<file path="config.mk">
export PLATFORM = sky130hd
export DESIGN_NAME = seg_scan_top
export DESIGN_NICKNAME = d
export VERILOG_FILES = /design/src/rtl/dscan_pkg.sv /design/src/rtl/dscan_pattern_bank.sv /design/src/rtl/dscan_timer.sv /design/src/rtl/dscan_digit_driver.sv /design/src/rtl/seg_scan_top.sv
export SDC_FILE = /design/constraint.sdc
export NUM_CORES = 1
export LEC_CHECK = 0
export BUFFER_PORTS_ARGS = -buffer_cell sky130_fd_sc_hd__buf_2
export CAP_MARGIN = 5
export CORE_ASPECT_RATIO = 0.7
export CORE_UTILIZATION = 56
export DETAILED_ROUTE_END_ITERATION = 10
export GPL_TIMING_DRIVEN = 1
export PLACE_DENSITY = 0.76
export SLEW_MARGIN = 20
export SYNTH_ARGS = -nofsm -noshare
export SYNTH_HDL_FRONTEND = slang
export SYNTH_SLANG_ARGS = --single-unit
</file>
<file path="constraint.sdc">
create_clock -name clk -period 4.9 [get_ports clk]
set_input_delay 0.49 -clock clk [delete_from_list [all_inputs] [get_ports clk]]
set_output_delay 0.49 -clock clk [all_outputs]
set_load 0.02 [all_outputs]
</file>
<file path="src/rtl/dscan_pkg.sv">
package dscan_pkg;

    localparam int SEG_W  = 8;
    localparam int DIGITS = 4;
    localparam int IDX_W  = $clog2(DIGITS);

    typedef logic [SEG_W-1:0]  seg_pat_t;
    typedef logic [IDX_W-1:0]  dig_idx_t;
    typedef logic [DIGITS-1:0] cath_t;

    typedef struct packed {
        logic     en;
        dig_idx_t addr;
        seg_pat_t data;
    } pat_wr_t;

    // Phase within one digit slot
    typedef enum logic [1:0] {
        PH_SWAP   = 2'd0,  // bank dark, new code being fetched
        PH_SETTLE = 2'd1,  // bank dark, new code on the bus
        PH_LIT    = 2'd2   // selected digit driven
    } slot_phase_e;

    function automatic cath_t cathode_select(dig_idx_t i);
        return ~(cath_t'(1) << i);
    endfunction

    function automatic dig_idx_t next_digit(dig_idx_t i);
        if (int'(i) == DIGITS - 1)
            return '0;
        return i + dig_idx_t'(1);
    endfunction

endpackage

</file>
<file path="src/rtl/dscan_pattern_bank.sv">
module dscan_pattern_bank
    import dscan_pkg::*;
(
    input  logic     clk,
    input  logic     rst,
    input  pat_wr_t  wr_i,
    input  dig_idx_t rd_idx_i,
    output seg_pat_t rd_data_o
);

    seg_pat_t regs_q [DIGITS];

    for (genvar g = 0; g < DIGITS; g++) begin : g_digit
        always_ff @(posedge clk) begin
            if (rst)
                regs_q[g] <= '0;
            else if (wr_i.en && (int'(wr_i.addr) == g))
                regs_q[g] <= wr_i.data;
        end
    end

    // Same-cycle write to the digit being fetched is forwarded
    always_comb begin
        if (wr_i.en && (wr_i.addr == rd_idx_i))
            rd_data_o = wr_i.data;
        else
            rd_data_o = regs_q[rd_idx_i];
    end

endmodule

</file>
<file path="src/rtl/dscan_timer.sv">
module dscan_timer
    import dscan_pkg::*;
#(
    parameter  int DWELL_CYCLES = 250000,
    parameter  int BLANK_CYCLES = 4,
    localparam int CNT_W        = $clog2(DWELL_CYCLES)
) (
    input  logic        clk,
    input  logic        rst,
    output dig_idx_t    idx_o,
    output slot_phase_e phase_o
);

    logic [CNT_W-1:0] cnt_q;
    dig_idx_t         idx_q;
    logic             slot_end;

    assign slot_end = (cnt_q == CNT_W'(DWELL_CYCLES - 1));

    always_ff @(posedge clk) begin
        if (rst) begin
            cnt_q <= '0;
            idx_q <= '0;
        end else if (slot_end) begin
            cnt_q <= '0;
            idx_q <= next_digit(idx_q);
        end else begin
            cnt_q <= cnt_q + CNT_W'(1);
        end
    end

    always_comb begin
        if (cnt_q == '0)
            phase_o = PH_SWAP;
        else if (cnt_q <= CNT_W'(BLANK_CYCLES))
            phase_o = PH_SETTLE;
        else
            phase_o = PH_LIT;
    end

    assign idx_o = idx_q;

    // digit index only ever steps to its ring successor
    p_ring_order_r4: assert property (@(posedge clk) disable iff (rst)
        (!$past(rst) && idx_q != $past(idx_q)) |-> idx_q == next_digit($past(idx_q)));

    // a digit change follows the last count of a full slot
    p_slot_length_r5: assert property (@(posedge clk) disable iff (rst)
        (!$past(rst) && idx_q != $past(idx_q)) |-> $past(cnt_q) == CNT_W'(DWELL_CYCLES - 1));

endmodule

</file>
<file path="src/rtl/dscan_digit_driver.sv">
module dscan_digit_driver
    import dscan_pkg::*;
(
    input  logic        clk,
    input  logic        rst,
    input  slot_phase_e phase_i,
    input  dig_idx_t    idx_i,
    input  seg_pat_t    pat_i,
    output seg_pat_t    seg_o,
    output cath_t       cath_o
);

    seg_pat_t shown_q;

    // Snapshot taken once per slot, so writes never disturb a lit digit
    always_ff @(posedge clk) begin
        if (rst)
            shown_q <= '0;
        else if (phase_i == PH_SWAP)
            shown_q <= pat_i;
    end

    assign seg_o  = shown_q;
    assign cath_o = (phase_i == PH_LIT) ? cathode_select(idx_i) : '1;

    // never two digits driven together
    p_one_cold_r2: assert property (@(posedge clk) disable iff (rst)
        $countones(~cath_o) <= 1);

    // bus code is settled and held whenever a cathode is low
    p_code_settled_r6: assert property (@(posedge clk) disable iff (rst)
        (!$past(rst) && cath_o != '1) |-> $stable(seg_o));

endmodule

</file>
<file path="src/rtl/seg_scan_top.sv">
module seg_scan_top
    import dscan_pkg::*;
#(
    parameter int DWELL_CYCLES = 250000,
    parameter int BLANK_CYCLES = 4
) (
    input  logic              clk,
    input  logic              rst,
    input  logic              wr_en,
    input  logic [IDX_W-1:0]  wr_addr,
    input  logic [SEG_W-1:0]  wr_data,
    output logic [SEG_W-1:0]  seg_o,
    output logic [DIGITS-1:0] cath_o
);

    pat_wr_t     wr;
    dig_idx_t    idx;
    slot_phase_e phase;
    seg_pat_t    fetched;

    assign wr = '{en: wr_en, addr: wr_addr, data: wr_data};

    dscan_timer #(
        .DWELL_CYCLES (DWELL_CYCLES),
        .BLANK_CYCLES (BLANK_CYCLES)
    ) u_timer (
        .clk     (clk),
        .rst     (rst),
        .idx_o   (idx),
        .phase_o (phase)
    );

    dscan_pattern_bank u_bank (
        .clk       (clk),
        .rst       (rst),
        .wr_i      (wr),
        .rd_idx_i  (idx),
        .rd_data_o (fetched)
    );

    dscan_digit_driver u_drv (
        .clk     (clk),
        .rst     (rst),
        .phase_i (phase),
        .idx_i   (idx),
        .pat_i   (fetched),
        .seg_o   (seg_o),
        .cath_o  (cath_o)
    );

    // the bank is dark in the first cycle of every new slot
    p_dark_on_change_r5: assert property (@(posedge clk) disable iff (rst)
        (!$past(rst) && idx != $past(idx)) |-> cath_o == '1);

endmodule

</file>
# --- Word-level counts from Yosys, hierarchy flattened ---
# Memories as Yosys holds them, arrays and structs flattened. A register that Yosys moved wholly into a read port is not among the register bits.
# Cells that the tools add are included.
classes:
  add_sub_neg: 2
  order_cmp: 1
  n_eq_ne: 7
  shift: 1
  muxes: 29
  n_bitwise: 5
  reduce_logical: 9
ops:
  columns: ["op", "count"]
  rows:
  - ["2-to-1 mux 8 bit", 5]
  - ["adder 18 x 1 -> 18 bit (second input constant)", 1]
  - ["== test 18 bit (second input constant)", 1]
  - ["less-or-equal comparator 18 x 3 -> 1 bit (second input constant)", 1]
  - ["logical NOT 18 bit", 1]
  - ["2-to-1 mux 1 bit", 17]
  - ["2-to-1 mux 2 bit", 6]
  - ["== test 2 bit (second input constant)", 3]
  - ["logical AND 1 bit", 5]
  - ["== test 2 x 1 -> 1 bit (second input constant)", 2]
  - ["logical NOT 2 bit", 2]
  - ["2-to-1 mux 4 bit", 1]
  - ["NOT 4 bit", 1]
  - ["bitwise OR 1 bit", 4]
  - ["<< shifter 1 x 2 -> 4 bit (first input constant)", 1]
  - ["adder 2 x 1 -> 2 bit (second input constant)", 1]
  - ["== test 2 bit", 1]
  - ["OR reduction 2 bit", 1]
word_totals:
  ff_bits: 28
  mem_bits_rw: 32
  inputBits: 13
  output_inout_bits: 12
  wordCells: 58
  n_memories: 1
mem_list:
  columns: ["memory", "depth", "word_bits", "read_ports", "rd_clocked_by_memory_dff", "wr", "line", "text"]
  rows:
  - ["u_bank.regs_q", 4, 8, 1, 1, 4, "dscan_pattern_bank.sv:11", "seg_pat_t regs_q [DIGITS];"]

# --- Logic depth before layout (Yosys ltp) ---
# Gate-level depths: netlist (run 1).
logic_depth:
  ltp_word: 7
  ltp_mapped: 7

# --- By module ---
# From an unflattened synthesis (run 1), not the netlist that was laid out.
hier_totals:
  cells_unflattened: 248
  area_unflattened_um2: 2869.0
by_module_without_submodules:
  columns: ["mod", "instances", "cells_per_inst", "area_each_um2", "seq_area_each_um2"]
  rows:
  - ["dscan_pattern_bank", 1, 96, 1544.0, 960.9]
  - ["dscan_timer", 1, 112, 955.9, 400.4]
  - ["dscan_digit_driver", 1, 40, 369.1, 160.2]

# --- Worst setup path after synthesis (run 1) ---
# No wires, ideal clock.
synth_timing:
  path_kind: "register to output"
  from: "register u_timer.cnt_q[7]"
  to: "output port cath_o[0]"
  t_arrival_ps: 1807
  t_required_ps: 4410
  slack_ps: 2603
  stages_incl_launch_ff: 5
  path_cell_list: "dfxtp_1 -> or4_1 -> nor4_4 -> o21ai_0 -> nand2_1"
synth_via:
  elab_chain_len: 5
  elab_cells_between_ends: 6
synth_lines:
  columns: ["element", "line", "text"]
  rows:
  - ["start, declared", "dscan_timer.sv:14", "logic [CNT_W-1:0] cnt_q;"]
  - ["start signal, assigned", "dscan_timer.sv:28", "cnt_q <= cnt_q + CNT_W'(1);"]
  - ["less-or-equal comparator 18 x 3 -> 1 bit", "dscan_timer.sv:35", "else if (cnt_q <= CNT_W'(BLANK_CYCLES))"]
  - ["2-to-1 mux 2 bit", "dscan_timer.sv:35", null]
  - ["2-to-1 mux 2 bit (*)", "dscan_timer.sv:33", "if (cnt_q == '0)"]
  - ["== test 2 bit (*)", "dscan_digit_driver.sv:24", "assign cath_o = (phase_i == PH_LIT) ? cathode_select(idx_i) : '1;"]
  - ["2-to-1 mux 4 bit (*)", "dscan_digit_driver.sv:24", null]
  - ["end, declared", "seg_scan_top.sv:13", "output logic [DIGITS-1:0] cath_o"]
# Mark *: on every way between the ends. The rest lies on a longest branch, timed or not.

# --- Worst setup path after layout (run 1) ---
layout_timing:
  from: "register u_timer.cnt_q[6]"
  to: "output port cath_o[1]"
# The elaborated chain is that of the path after synthesis.

==> flow_summary.json, run 1 <==
{
  "outcome": "completed",
  "ant_nets": 0,
  "drc": 0,
  "fp.dieW_um": 87.8,
  "fin_crit_sh_pct": 58.5,
  "crit_slowest_cell": "or4_1",
  "cts_root_buf": "clkbuf_8",
  "syn_inst": 252,
  "synthXorXnorAreaFrac_pct": 4.25,
  "max_cap_viol_count": 0,
  "max_stage_delay_ns": 0.68,
  "synthAdderAreaFrac_pct": 2.60,
  "final_cell_mix": "32 x edfxtp_1, 30 x dfxtp_1, 25 x and2_1, 24 x buf_2, 19 x nor2_1",
  "wl_um": 5690,
  "syn-cell-area_um2": 2890,
  "grt_pass1_wl_um": 8870,
  "postSynthAreaPerCell_um2": 11.5,
  "grt_pass1_vias": 1715,
  "crit_chain": "or4_1 > nor4_4 > o21ai_0 > nand2_1 > buf_2",
  "yosysSeqAreaShare_pct": 54.1,
  "routabilityCongestion": 0.786,
  "yosys_most_used_dff": "edfxtp_1",
  "hp-class": "in2reg",
  "grt_max_degree": 19,
  "layout_commonest_cell": "edfxtp_1",
  "ctsResizeCount": 0,
  "stdcell_area_um2": 3220,
  "drv_slew": 0,
  "ys_warn_count": 0,
  "yosys.area_share.simple_pct": 19.7,
  "dp_hpwl_um": 4070,
  "cts_hold_buf": 0,
  "fillCellCount": 378,
  "area_growth_pct": 11.5,
  "first_pass_iters": 4,
  "dp_worst_setup_slack_ns": 2.37,
  "yosysTopAreaCell": "edfxtp_1",
  "layout_setup_ws_ns": 2.03,
  "fin_tns_setup_ns": 0,
  "synth_fp_nets": 271,
  "synth_compound_area_share_pct": 7.46,
  "hold_viol": 0,
  "vias": 1998,
  "cts.htree.levels": 3,
  "start_kind": "register",
  "tightestPinTransition_ns": 0.840,
  "period_minus_slack_ns": 2.87,
  "fmax_ghz": 0.349,
  "synth_top_family_by_area": "simple AND/OR/NAND/NOR gates",
  "rsz0062_at_grt": "false",
  "path_delay_family": "simple AND/OR/NAND/NOR gates",
  "crit_type": "reg2out",
  "drive_gt1_share_pct": 18.4,
  "placed_cell_area_um2": 3050,
  "synthMuxAreaShare_pct": 9.02,
  "wl_per_cell_um": 16.2,
  "antenna_found_initial": 0,
  "overflow": 0,
  "portBuffers": 24,
  "core_area_um2": 4860,
  "cts.clk_slew.worst_paths_ns": 0.08,
  "num_antenna_cells": 0,
  "synth_edf_count": 32,
  "ios": 25,
  "cp_max_fo": 10,
  "die_area_um2": 5450,
  "fp.dieH_um": 62.1,
  "cts_buffers": 9,
  "final_util_pct": 66.2,
  "synth_top_area_share_pct": 33.3,
  "ir_worst_vdd_mv": 0.192,
  "setup_viol": 0,
  "cts_setup_buffers": 0,
  "clk-insertion-delay-late_ns": 0.34,
  "crit_arrival_ns": 2.38,
  "ys_async_sr_fraction_pct": 0,
  "grt.total_usage_pct": 23.6,
  "power.density_nw_per_um2": 333,
  "finalClockSkew_ns": 0.00654,
  "slew_headroom_pct": 43.9,
  "synth-seq-cells": 62,
  "clockBufferDepth": 2,
  "p_leak_uw": 0.00122,
  "ys_top_cells_by_area": "edfxtp_1 33%, dfxtp_1 21%, mux4_2 6.2%",
  "yosysUniqueCellTypes": 34,
  "cp_num_buf_inv": 1,
  "tritoncts": "built",
  "layout.nets": 296,
  "worstSetupEndpointType": "output port",
  "std_cell_rows": 21,
  "initial_utilization_pct": 59.4,
  "cts_sinks": 62,
  "drtIter0Drc": 193,
  "avgViaCountPerCell": 5.69,
  "crit_required_ns": 4.41,
  "fin_hold_ws_ns": 0.483
}
-- cells in the mapped netlist, types with 2 or more instances --
| cell | count |
|---|---|
| and3_1 | 11 |
| o21bai_1 | 2 |
| nand3_1 | 8 |
| xnor2_1 | 13 |
| nor3_1 | 2 |
| inv_1 | 10 |
| a211oi_1 | 8 |
| o21ai_0 | 4 |
| clkbuf_1 | 6 |
| dfxtp_1 | 30 |
| or4_1 | 6 |
| nand4_1 | 2 |
| edfxtp_1 | 32 |
| mux2i_1 | 8 |
| and2_1 | 25 |
| nor2b_1 | 2 |
| mux4_2 | 8 |
| ha_1 | 6 |
| or3_1 | 4 |
| or4_4 | 2 |
| nor2_1 | 19 |
| a21oi_1 | 14 |
| nor4_1 | 4 |
| nand2_1 | 13 |
| buf_1 | 2 |
| o31ai_1 | 3 |
-- logic make-up after synthesis --
kind of cell	after synthesis
adders and majority gates	6
AOI/OAI and AO/OA	34
buffers and inverters	20
muxes	16
xor gates and xnor gates	14
DFF	62
and+or+nand+nor	100
-- area by class of cell --
class	instances	area [um^2]	area share [%]
clock buffer	9	124	3.85
clock inverter	7	48.8	1.52
sequential	62	1560	48.5
tap	69	86.3	2.68
inverter	10	37.5	1.17
multi-input combinational	170	1240	38.6
timing repair buffer	24	120	3.73
-- metal layers --
metal	up-vias	track usage, %	share of wire [%]
met2	66	33.2	44
met1	957	34.9	47
met5	-	0	0
met3	6	8.32	7.8
met4	0	5.62	0.90
li1	969	-	-
-- per-stage QoR --
stage	instances	total power, uW
after floorplan	252	660
after CTS	351	1090
after global routing	351	1120
after detailed placement	335	693
final	351	1070
after global placement	335	689
-- flip-flops by register name, summed over array words and instances, names as in the netlist, named ones only --
| name | count |
|---|---|
| u_bank.regs_q | 32 |
| u_timer.cnt_q | 18 |
| u_drv.seg_o | 8 |
| u_timer.idx_o | 2 |
-- worst paths after layout --
kind	from	end	slack (ns)	cells past startpoint
worst max-delay path	u_timer.cnt_q[6]	cath_o[1]	2.03	5
worst min-delay path	wr_data[4]	u_bank.regs_q[3][4]	0.48	2
worst max register to register	u_timer.cnt_q[13]	u_timer.cnt_q[9]	2.52	4
worst min register to register	u_timer.cnt_q[0]	u_timer.cnt_q[0]	0.48	1
-- report_power, final --
group          switching (uW)  total, uW  internal [uW]  leakage (uW)
Combinational            56.7       91.9           35.2      0.000571
Sequential               12.2        589            577      0.000559
Clock                     208        393            185     0.0000914
Total                     277       1070            797       0.00122
(Power assumes the default switching activity.)
==> run 2, diff against run 1 <==
--- a/config.mk
+++ b/config.mk
@@ -5,13 +5,14 @@
 export SDC_FILE = /design/constraint.sdc
 export NUM_CORES = 1
 export LEC_CHECK = 0
+export ABC_AREA = 1
 export BUFFER_PORTS_ARGS = -buffer_cell sky130_fd_sc_hd__buf_2
 export CAP_MARGIN = 5
 export CORE_ASPECT_RATIO = 0.7
 export CORE_UTILIZATION = 56
 export DETAILED_ROUTE_END_ITERATION = 10
 export GPL_TIMING_DRIVEN = 1
-export PLACE_DENSITY = 0.76
+export PLACE_DENSITY = 0.75
 export SLEW_MARGIN = 20
 export SYNTH_ARGS = -nofsm -noshare
 export SYNTH_HDL_FRONTEND = slang
==> constraint.sdc (replaced) <==
create_clock -name clk -period 2.7 [get_ports clk]
set_input_delay 0.27 -clock clk [delete_from_list [all_inputs] [get_ports clk]]
set_output_delay 0.27 -clock clk [all_outputs]
set_load 0.02 [all_outputs]
==> flow_summary.json, run 2 <==
{
  "path_delay_family": "flip-flops",
  "ant_nets": 0,
  "cp_max_fo": 5,
  "ys_warn_count": 0,
  "cts_sinks": 62,
  "first_pass_iters": 8,
  "largest_register_ffs": 32,
  "routabilityCongestion": 0.889,
  "grt_pass1_wl_um": 11400,
  "fp.dieH_um": 66.0,
  "final_cell_mix": "94 x nand2_1, 68 x inv_1, 58 x nor2_1, 32 x nand3_1, 32 x edfxtp_1",
  "tightestPinTransition_ns": 1.09,
  "fmax_ghz": 0.516,
  "clockBufferDepth": 2,
  "drtIter0Drc": 278,
  "drv_slew": 0,
  "core_area_um2": 5450,
  "cts.htree.levels": 3,
  "die_area_um2": 6170,
  "cts_buffers": 9,
  "fillCellCount": 453,
  "crit_chain": "inv_1 > ha_1 > nor2_1 > nor2_1 > nand3_1 > nand2_1 > buf_2",
  "hp-class": "in2reg",
  "grt_pass1_vias": 2231,
  "regMostFlops": "u_bank.regs_q",
  "drc": 0,
  "syn-cell-area_um2": 3280,
  "cts.clk_slew.worst_paths_ns": 0.07,
  "yosysUniqueCellTypes": 27,
  "yosysSeqAreaShare_pct": 47.6,
  "ctsResizeCount": 0,
  "vias": 2753,
  "ios": 25,
  "dp_hpwl_um": 5390,
  "ys_top_cells_by_area": "edfxtp_1 29%, dfxtp_1 18%, nand2_1 11%",
  "finalClockSkew_ns": 0.0127,
  "worstSetupEndpointType": "output port",
  "synth_top_area_share_pct": 29.3,
  "cp_num_buf_inv": 2,
  "std_cell_rows": 22,
  "crit_required_ns": 2.43,
  "yosys_most_used_dff": "edfxtp_1",
  "rsz0062_at_grt": "false",
  "layout.nets": 464,
  "period_minus_slack_ns": 1.94,
  "outcome": "completed",
  "num_antenna_cells": 0,
  "synth_compound_area_share_pct": 2.90,
  "max_stage_delay_ns": 0.44,
  "crit_arrival_ns": 1.67,
  "tritoncts": "built",
  "synth_common_cells": "94 x nand2_1, 68 x inv_1, 58 x nor2_1",
  "yosysTopAreaCell": "edfxtp_1",
  "overflow": 0,
  "synth_top_family_by_area": "simple AND/OR/NAND/NOR gates",
  "cts_root_buf": "clkbuf_8",
  "syn_inst": 415,
  "ir_worst_vdd_mv": 0.353,
  "placed_cell_area_um2": 3450,
  "power.density_nw_per_um2": 574,
  "synthAdderAreaFrac_pct": 2.29,
  "yosysMostFrequentCell": "nand2_1",
  "postSynthAreaPerCell_um2": 7.91,
  "cts_setup_buffers": 0,
  "synthXorXnorAreaFrac_pct": 2.40,
  "synth-seq-cells": 62,
  "stdcell_area_um2": 3650,
  "p_leak_uw": 0.00161,
  "area_growth_pct": 11.1,
  "clk-insertion-delay-late_ns": 0.35,
  "fin_crit_sh_pct": 71.8,
  "fin_tns_setup_ns": 0,
  "max_cap_viol_count": 0,
  "ys_async_sr_fraction_pct": 0,
  "grt_max_degree": 26,
  "synth_fp_nets": 434,
  "cts_hold_buf": 0,
  "wl_per_cell_um": 14.1,
  "hold_viol": 0,
  "crit_slowest_cell": "dfxtp_1",
  "fp.dieW_um": 93.5,
  "start_kind": "register",
  "layout_commonest_cell": "nand2_1",
  "crit_type": "reg2out",
  "drive_gt1_share_pct": 18.2,
  "portBuffers": 24,
  "grt.total_usage_pct": 25.7,
  "synth_edf_count": 32,
  "initial_utilization_pct": 60.2,
  "avgViaCountPerCell": 5.27,
  "yosys.area_share.simple_pct": 35.0,
  "cpMostUsedCell": "nor2_1",
  "slew_headroom_pct": 26.7,
  "setup_viol": 0,
  "synthMuxAreaShare_pct": 0,
  "antenna_found_initial": 0,
  "wl_um": 7340
}
-- run 2: cell types whose count changed in the layout (fill, tap and decap cells not counted), sizes merged, moves of 11 or more --
| cell | delta |
|---|---|
| and3 | -11 |
| inv | +60 |
| nand4 | +13 |
| and2 | -24 |
| nand3 | +29 |
| nor2 | +57 |
| nand2 | +86 |
-- run 2: metal layers --
metal | vias up | part of all wire (%) | track usage [%]
li1 | 1364 | - | -
met1 | 1237 | 54 | 41.9
met2 | 142 | 37 | 31.9
met3 | 10 | 8.9 | 6.90
met4 | 0 | 0.71 | 6.92
met5 | - | 0 | 0
-- run 2: logic make-up after synthesis --
family          count (synthesis)
simple gates                  241
xor+xnor                        9
flops                          62
compound gates                 19
fa+ha+maj                       6
buf+inv                        78
-- run 2: worst paths after layout --
| check | startpoint | to | slack [ns] | depth (start not counted) |
|---|---|---|---|---|
| min reg2reg | u_timer.cnt_q[0] | u_timer.cnt_q[0] | 0.51 | 1 |
| max reg2reg | register | u_drv.seg_o[1] | 1.02 | 8 |
| max | u_timer.cnt_q[0] | cath_o[2] | 0.76 | 7 |
| min | rst | u_drv.seg_o[7] | 0.28 | 4 |
-- run 2: stage by stage --
stage / power (uW) / util, % / std cells / setup slack (ns) / hold WS, ns
after CTS: 2100 / 66.9 / 522 / 0.751 / 0.259
after global placement: 1300 / 63.3 / 506 / 0.958 / 0.486
after floorplan: 1230 / - / 415 / 1.31 / 0.461
after global routing: 2170 / 66.9 / 522 / 0.643 / 0.304
final: 2090 / 66.9 / 522 / 0.762 / 0.281
after detailed placement: 1300 / 63.3 / 506 / 0.925 / 0.497
-- run 2: area by class of cell --
| cell class | count | area [um^2] | area share (%) |
|---|---|---|---|
| tap | 72 | 90.1 | 2.47 |
| multi-input combinational | 275 | 1400 | 38.4 |
| timing repair buffer | 25 | 128 | 3.50 |
| sequential | 62 | 1560 | 42.8 |
| inverter | 72 | 272 | 7.45 |
| clock buffer | 9 | 124 | 3.40 |
| clock inverter | 7 | 72.6 | 1.99 |
-- run 2: tightest hold or removal path, stage by stage --
cell and delay (ns):
buf_2 0.18, a21oi_1 0.06, nand2_1 0.05, inv_1 0.03
-- run 2: report_power, final --
| part | internal [uW] | leakage [uW] | switching, uW |
|---|---|---|---|
| clock network | 427 | 0.0000972 | 382 |
| logic | 67.5 | 0.000958 | 146 |
| registers | 1050 | 0.000559 | 23.8 |
